--- config.mk ---
export PLATFORM = sky130hd
export DESIGN_NAME = ufm_write_rx
export DESIGN_NICKNAME = d
export VERILOG_FILES = /design/src/rtl/ufmrx_pkg.sv /design/src/rtl/ufmrx_sync.sv /design/src/rtl/ufmrx_cond.sv /design/src/rtl/ufmrx_frame.sv /design/src/rtl/ufm_write_rx.sv
export SDC_FILE = /design/constraint.sdc
export NUM_CORES = 1
export LEC_CHECK = 0
export BUFFER_PORTS_ARGS = -buffer_cell sky130_fd_sc_hd__buf_2
export CAP_MARGIN = 25
export CELL_PAD_IN_SITES_DETAIL_PLACEMENT = 1
export CELL_PAD_IN_SITES_GLOBAL_PLACEMENT = 1
export CORE_ASPECT_RATIO = 0.9
export CORE_MARGIN = 2
export CORE_UTILIZATION = 41
export DETAILED_ROUTE_END_ITERATION = 12
export PLACE_DENSITY = 0.86
export SLEW_MARGIN = 0
export SYNTH_ARGS = -nofsm -noshare
export SYNTH_HDL_FRONTEND = slang
export SYNTH_SLANG_ARGS = --single-unit
--- constraint.sdc ---
create_clock -name clk -period 1.7 [get_ports clk]
set_clock_uncertainty 0.05 [all_clocks]
set_input_delay 0.085 -clock clk [delete_from_list [all_inputs] [get_ports clk]]
set_output_delay 0.085 -clock clk [all_outputs]
set_load 0.01 [all_outputs]
--- src/rtl/ufmrx_pkg.sv ---
package ufmrx_pkg;
  localparam int BYTE_W   = 8;
  localparam int SLOTS    = BYTE_W + 1;
  localparam int CNT_W    = $clog2(SLOTS + 1);
  localparam int ADDR_W   = 10;
  localparam logic [4:0] TEN_BIT_TAG = 5'b11110;

  typedef enum logic [2:0] {
    PH_IDLE,
    PH_ADDR1,
    PH_ADDR2,
    PH_DATA,
    PH_IGNORE
  } phase_t;
endpackage

--- src/rtl/ufmrx_sync.sv ---
module ufmrx_sync #(
  parameter int STAGES = 2,
  parameter int W = 2
) (
  input  logic         clk,
  input  logic         rst,
  input  logic [W-1:0] d,
  output logic [W-1:0] q
);
  generate
    if (STAGES <= 1) begin : g_single
      logic [W-1:0] r;
      always_ff @(posedge clk) begin
        if (rst) r <= '1;
        else     r <= d;
      end
      assign q = r;
    end else begin : g_chain
      logic [STAGES-1:0][W-1:0] sh;
      always_ff @(posedge clk) begin
        if (rst) sh <= '1;
        else     sh <= {sh[STAGES-2:0], d};
      end
      assign q = sh[STAGES-1];
    end
  endgenerate
endmodule

--- src/rtl/ufmrx_cond.sv ---
module ufmrx_cond (
  input  logic clk,
  input  logic rst,
  input  logic scl_s,
  input  logic sda_s,
  output logic scl_rise,
  output logic start_det,
  output logic stop_det
);
  logic scl_q, sda_q;

  always_ff @(posedge clk) begin
    if (rst) begin
      scl_q <= 1'b1;
      sda_q <= 1'b1;
    end else begin
      scl_q <= scl_s;
      sda_q <= sda_s;
    end
  end

  assign scl_rise  = scl_s & ~scl_q;
  assign start_det = scl_s & scl_q & sda_q & ~sda_s;
  assign stop_det  = scl_s & scl_q & ~sda_q & sda_s;
endmodule

--- src/rtl/ufmrx_frame.sv ---
module ufmrx_frame
  import ufmrx_pkg::*;
(
  input  logic              clk,
  input  logic              rst,
  input  logic              scl_rise,
  input  logic              start_det,
  input  logic              stop_det,
  input  logic              sda_s,
  input  logic              ten_bit_mode,
  input  logic [ADDR_W-1:0] own_addr,
  output logic              rx_valid,
  output logic [BYTE_W-1:0] rx_data,
  output phase_t            phase,
  output logic [CNT_W-1:0]  bit_cnt
);
  localparam logic [CNT_W-1:0] LAST_BIT = CNT_W'(BYTE_W - 1);
  localparam logic [CNT_W-1:0] FILL_IDX = CNT_W'(BYTE_W);

  logic [BYTE_W-1:0] shreg;
  logic [BYTE_W-1:0] byte_in;
  logic              hdr7_ok, hdr10a_ok, hdr10b_ok, listening;

  assign byte_in   = {shreg[BYTE_W-2:0], sda_s};
  assign hdr7_ok   = (byte_in[7:1] == own_addr[6:0]) && !byte_in[0];
  assign hdr10a_ok = (byte_in[7:3] == TEN_BIT_TAG) &&
                     (byte_in[2:1] == own_addr[9:8]) && !byte_in[0];
  assign hdr10b_ok = (byte_in == own_addr[7:0]);
  assign listening = (phase == PH_ADDR1) || (phase == PH_ADDR2) ||
                     (phase == PH_DATA);

  always_ff @(posedge clk) begin
    if (rst) begin
      phase    <= PH_IDLE;
      bit_cnt  <= '0;
      shreg    <= '0;
      rx_valid <= 1'b0;
      rx_data  <= '0;
    end else begin
      rx_valid <= 1'b0;
      if (start_det) begin
        phase   <= PH_ADDR1;
        bit_cnt <= '0;
      end else if (stop_det) begin
        phase   <= PH_IDLE;
        bit_cnt <= '0;
      end else if (scl_rise && listening) begin
        if (bit_cnt == FILL_IDX) begin
          bit_cnt <= '0;
        end else begin
          shreg   <= byte_in;
          bit_cnt <= bit_cnt + 1'b1;
          if (bit_cnt == LAST_BIT) begin
            case (phase)
              PH_ADDR1: begin
                if (ten_bit_mode) phase <= hdr10a_ok ? PH_ADDR2 : PH_IGNORE;
                else              phase <= hdr7_ok   ? PH_DATA  : PH_IGNORE;
              end
              PH_ADDR2: phase <= hdr10b_ok ? PH_DATA : PH_IGNORE;
              PH_DATA: begin
                rx_valid <= 1'b1;
                rx_data  <= byte_in;
              end
              default: phase <= PH_IGNORE;
            endcase
          end
        end
      end
    end
  end
endmodule

--- src/rtl/ufm_write_rx.sv ---
module ufm_write_rx
  import ufmrx_pkg::*;
#(
  parameter int SYNC_STAGES = 2
) (
  input  logic              clk,
  input  logic              rst,
  input  logic              scl_in,
  input  logic              sda_in,
  input  logic              ten_bit_mode,
  input  logic [ADDR_W-1:0] own_addr,
  output logic              rx_valid,
  output logic [BYTE_W-1:0] rx_data
);
  logic [1:0]       lines_s;
  logic             scl_rise, start_det, stop_det;
  phase_t           phase;
  logic [CNT_W-1:0] bit_cnt;

  ufmrx_sync #(.STAGES(SYNC_STAGES), .W(2)) u_sync (
    .clk(clk), .rst(rst), .d({scl_in, sda_in}), .q(lines_s)
  );

  ufmrx_cond u_cond (
    .clk(clk), .rst(rst), .scl_s(lines_s[1]), .sda_s(lines_s[0]),
    .scl_rise(scl_rise), .start_det(start_det), .stop_det(stop_det)
  );

  ufmrx_frame u_frame (
    .clk(clk), .rst(rst), .scl_rise(scl_rise), .start_det(start_det),
    .stop_det(stop_det), .sda_s(lines_s[0]), .ten_bit_mode(ten_bit_mode),
    .own_addr(own_addr), .rx_valid(rx_valid), .rx_data(rx_data),
    .phase(phase), .bit_cnt(bit_cnt)
  );
endmodule

Yosys cells after proc, flatten, opt, wreduce, memory -nomap -nowiden
Index checks and enable logic that the tools add are counted.

storage, ports and cells
  register bits = 29
  bits of input ports = 15
  output and inout bits = 9
  logic and storage cells = 64

operators by class
  add/subtract/negate cells = 1
  equality and inequality tests = 11
  muxes and demuxes = 12
  bitwise operators = 15
  reduce and logical (&&, ||, !) cells = 15

operator list
  kind                                                                   count
  3-bit two-way mux                                                      4
  4-bit AND reduction                                                    3
  1-bit NOT                                                              9
  3-bit one-hot mux with 3 select lines                                  1
  8-bit equality test                                                    1
  7-bit equality test                                                    1
  1-bit AND                                                              6
  3-bit by 2-bit equality test with 1-bit output, second input constant  2
  1-bit two-way mux                                                      6
  3-bit != test, second input constant                                   2
  6-bit AND reduction                                                    1
  3-bit nonzero test                                                     2
  6-bit OR reduction                                                     1
  5-bit equality test, second input constant                             1
  4-bit by 1-bit adder with 4-bit output, second input constant          1
  4-bit by 3-bit equality test with 1-bit output, second input constant  1
  4-bit equality test, second input constant                             1
  1-bit logical AND                                                      4
  4-bit two-way mux                                                      1
  3-bit by 1-bit equality test with 1-bit output, second input constant  1
  3-bit OR reduction                                                     1
  2-bit equality test                                                    1
  1-bit logical OR                                                       2
  1-bit zero test                                                        1

Logic depth before layout (Yosys ltp)
  depth after elaboration = 11
  depth in mapped cells = 7
  gate-level depth less buffers = 7

Hierarchy
From an unflattened synthesis, not the netlist that was laid out.

second synthesis, totals
  cell total of the unflattened synthesis = 153
  area total of the unflattened synthesis = 1426.4 µm²

by module, submodules not included
  module       times used  cells each  area each (µm²)  seq. area each (µm²)
  ufmrx_frame  1           136         1227.4           460.4
  ufmrx_sync   1           10          120.1            80.1
  ufmrx_cond   1           7           78.8             40.0

Least setup slack after synthesis
No wires, ideal clock.

  path type = reg2reg
  start point = register u_frame.bit_cnt[0]
  end point = register u_frame.phase[0]
  library setup time = 0.070 ns
  data arrival time = 1.451 ns
  data required time = 1.580 ns
  setup slack = 0.129 ns
  stages on the path, launching flop included = 7
  buffers on the path = 0
  period minus slack after synthesis = 1.571 ns
  path through = dfxtp_1 -> ha_1 -> nand3b_1 -> nor3b_4 -> o22ai_1 -> a221o_1 -> a21oi_1

between the ends
  longest elaborated chain between the ends = 3
  elaborated cells on any way between the ends = 5
  those cells by class = eq/ne: 3; reduce/logical: 2

RTL lines
  what                                                                                   line                                  source
  start: declaration                                                                     ufmrx_frame.sv:15                     output logic [CNT_W-1:0] bit_cnt
  start signal: assignment                                                               ufmrx_frame.sv:52                     bit_cnt <= bit_cnt + 1'b1;
  4-bit equality test or 4-bit by 3-bit equality test with 1-bit output (tied branches)  ufmrx_frame.sv:48, ufmrx_frame.sv:53
  3-bit != test (no line) or 3-bit nonzero test (tied branches)                          n/a
  4-bit AND reduction (no line) *                                                        n/a
  end signal: assignment                                                                 ufmrx_frame.sv:56                     if (ten_bit_mode) phase <= hdr10a_ok ? PH_ADDR2 : PH_IGNORE;
  end signal: assignment                                                                 ufmrx_frame.sv:57                     else phase <= hdr7_ok ? PH_DATA : PH_IGNORE;
  end signal: assignment                                                                 ufmrx_frame.sv:59                     PH_ADDR2: phase <= hdr10b_ok ? PH_DATA : PH_IGNORE;
  end: declaration                                                                       ufmrx_frame.sv:14                     output phase_t phase,

Every way passes the cells marked *; elsewhere a longest branch is shown, timed or not.
A chain may end at the register's enable or synchronous reset.

Worst setup path after layout
  start point = register u_frame.bit_cnt[0]
  end point = register u_frame.rx_data[3]

between the ends
  longest elaborated chain between the ends = 3
  elaborated cells on any way between the ends = 4
  those cells by class = eq/ne: 2; bitwise: 1; reduce/logical: 1

RTL lines
  what                             line               source
  4-bit equality test              ufmrx_frame.sv:48  if (bit_cnt == FILL_IDX) begin
  1-bit NOT (no line)              n/a
  6-bit AND reduction (no line) *  n/a
  end signal: assignment           ufmrx_frame.sv:62  rx_data <= byte_in;
  end: declaration                 ufmrx_frame.sv:13  output logic [BYTE_W-1:0] rx_data,

Marks and branches as above.

==> reports/qor.csv <==
metric,value,unit
hold_ws,159,ps
worst_ir_drop_vdd,0.000481,V
drc,0,
grt_pass1_vias,1219,
rr_endpoint,u_frame.rx_data[3],
synth_cell_type_count,35,
drv_slew,0,
reg2reg_depth,7,
holdPathEnd,u_frame.rx_data[6],
route.detailed.wl_per_inst,16.3,um
synthesis.nets,168,
fin_util,0.546,
total_power,0.00135,W
numCtsBuffers,5,
drt_wl_total,3740,um
async_flop_share,0,
max_slew.worst_pin.slew,388,ps
status,completed,
area_delta_synth_final,29.6,%
insertion_delay,280,ps
finalCritPeriodShare,0.974,
cp-end-kind,register,
hp-start,rst,
synth_common_cells,"29 x dfxtp_1, 26 x nor2_1, 17 x mux2i_1",
cp_max_fo,9,
slowest_delay,360,ps
diodes,0,
r2r_slack,40,ps
syn_inst,151,
ys_seq_area_frac,0.414,
synth_seq_cells,29,
track_usage,0.191,
yosysWarnings,0,
n_fill_cell,383,
synth_edf_count,0,
first_pass_iters,4,
drt-initial-drc-count,32,
grt_overflow,0,
synth_area,1400,um^2
clk_pin_slew,60,ps
instances_no_fill,230,
worstPathCellList,"ha_4, nand3b_1, nor3b_4, buf_4, nand2_8, mux2i_2, nor2_1",
setup_viol,0,
avgSynthCellArea,9.28,um^2
final_layout_size_suffix_gt1_frac,0.355,
cts_tree,yes,
synth_top_area_frac,0.414,
pwr_density_cell,745,nW/um^2
cp_data_arrival_time,1760,ps
root_buffer,clkbuf_8,
synth-main-ff-cell,dfxtp_1,
port_buffers,23,
via_count,1202,
antenna_found_initial,0,
io-pin-count,24,
cap_violations,0,
finalCriticalPeriod,1660,ps
via_per_inst,5.23,
row_count,20,
hold_path_class,in2reg,
critPathRequiredTime,1800,ps
fmax,604,MHz
final_nets,203,
synth.area.top_cells,"dfxtp_1 41%, mux2i_1 12%, xnor2_1 7.5%, nor2_1 7.0%, xor2_1 3.8%",
die_h,59.5,um
dieArea,3900,um^2
multi_input_area,841,um^2
initial_core_util,0.421,
power_leakage,0.825,nW
whs_path_depth,2,
hpwl,2440,um
die_w,65.6,um
grt_pass1_wl,5590,um
htree_num_levels,2,
ant_nets,0,
yosysMostFrequentCell,dfxtp_1,
rsz0062_at_grt,yes,
slew_headroom,0.739,
reg2reg_from,u_frame.bit_cnt[0],
gp_congestion,0.828,
yosys.area.top_type,dfxtp_1,
start_kind,register,
regArea,587,um^2
crit_type,reg2reg,
hold_viol,0,
clock_sinks,29,
placed_cells,215,
cts_max_path_buffers,2,
grt_start_max_net_pins,26,
cpMaxStageDelayCell,dfxtp_2,
fp.coreArea,3330,um^2
power by group:
part | switching [W] | internal (W)
Combinational | 0.0000474 | 0.0000449
Sequential | 0.00000760 | 0.000687
Clock | 0.000247 | 0.000320
Total | 0.000302 | 0.00105
state kept, by name, summed over array words and instances, names as in the netlist:
signal,flops
u_cond.scl_q,1
u_sync.g_chain.sh,2
u_cond.sda_q,1
u_frame.bit_cnt,4
u_frame.shreg,7
u_frame.rx_data,8
u_sync.q,2
u_frame.rx_valid,1
u_frame.phase,3
through the flow:
step / TNS, ps / setup slack [ps] / area, um^2
floorplan: 0 / 129 / 1400
global placement: 0 / 49.0 / 1580
detailed placement: -348 / -92.6 / 1580
CTS: 0 / 4.67 / 1720
global route: -92.8 / -67.6 / 1820
finish: 0 / 43.9 / 1820
per-layer routing:
metal,GRT usage,vias to the layer above,share of wire
li1,-,579,-
met1,0.219,589,0.42
met4,0.0833,0,0.025
met5,0,-,0
met3,0.0513,9,0.035
met2,0.336,25,0.52
final cells by class:
type                            instances  share of cell area
Multi-Input combinational cell        109               0.463
Sequential cell                        29               0.323
Timing Repair Buffer                   38               0.130
Clock buffer                            7              0.0475
Tap cell                               44              0.0303
Inverter                                3             0.00620
worst max-delay path: cells and delay by family (launching register included):
family | cells | cell delay, ps
flip-flops | 1 | 360
AND/OR/NAND/NOR | 4 | 570
multiplexers | 1 | 230
buffers and inverters | 1 | 190
adder cells (fa/ha/maj) | 1 | 140
kinds of logic after synthesis:
| family | after synthesis | synth area share |
|---|---|---|
| compound gates | 16 | 0.0777 |
| mux | 17 | 0.121 |
| buf+inv | 13 | 0.0402 |
| fa+ha+maj | 2 | 0.0179 |
| flops | 29 | 0.414 |
| simple gates | 56 | 0.216 |
| xor+xnor | 18 | 0.112 |
how the worst max path moves through the flow:
stage / start / end / cells past startpoint
after floorplan: u_frame.bit_cnt[0] / u_frame.phase[0] / 6
after CTS: u_cond.scl_q / u_frame.phase[0] / 5
final: u_frame.bit_cnt[0] / u_frame.rx_data[3] / 7
after detailed placement: u_frame.bit_cnt[0] / u_frame.rx_data[3] / 6
after global placement: u_frame.bit_cnt[0] / u_frame.phase[0] / 6
after global routing: u_frame.shreg[0] / u_frame.phase[1] / 6
layout by cell type (no fill, tap or decap), types with 2 or more instances in the layout:
cell / netlist / layout
or2_2: 6 / 6
o21ai_1: 2 / 2
mux2i_2: 0 / 2
xnor2_1: 12 / 12
nand2_1: 5 / 5
nand4_1: 2 / 2
nand3_1: 2 / 2
clkbuf_8: 0 / 6
dlygate4sd3_1: 0 / 2
nor3b_4: 1 / 2
dfxtp_2: 0 / 5
nor3b_1: 2 / 2
nor4_4: 0 / 2
o21ai_0: 2 / 2
a21oi_1: 5 / 4
buf_2: 0 / 23
dfxtp_1: 29 / 24
xor2_1: 6 / 6
nor2_1: 26 / 26
mux2i_1: 17 / 15
buf_4: 0 / 12
inv_1: 3 / 3
timing repair:
| action | 4_1_cts | 5_1_grt |
|---|---|---|
| cloned | 0 | 0 |
| setup buffers | 3 | 3 |
| pin swaps | 4 | 3 |
| endpoints found under the hold margin | 2 | 0 |
| resized for setup | 5 | 14 |
| hold buffers | 2 | 0 |
| setup endpoints to repair | 10 | 11 |
Note: power is estimated with default switching activity, not from simulation.
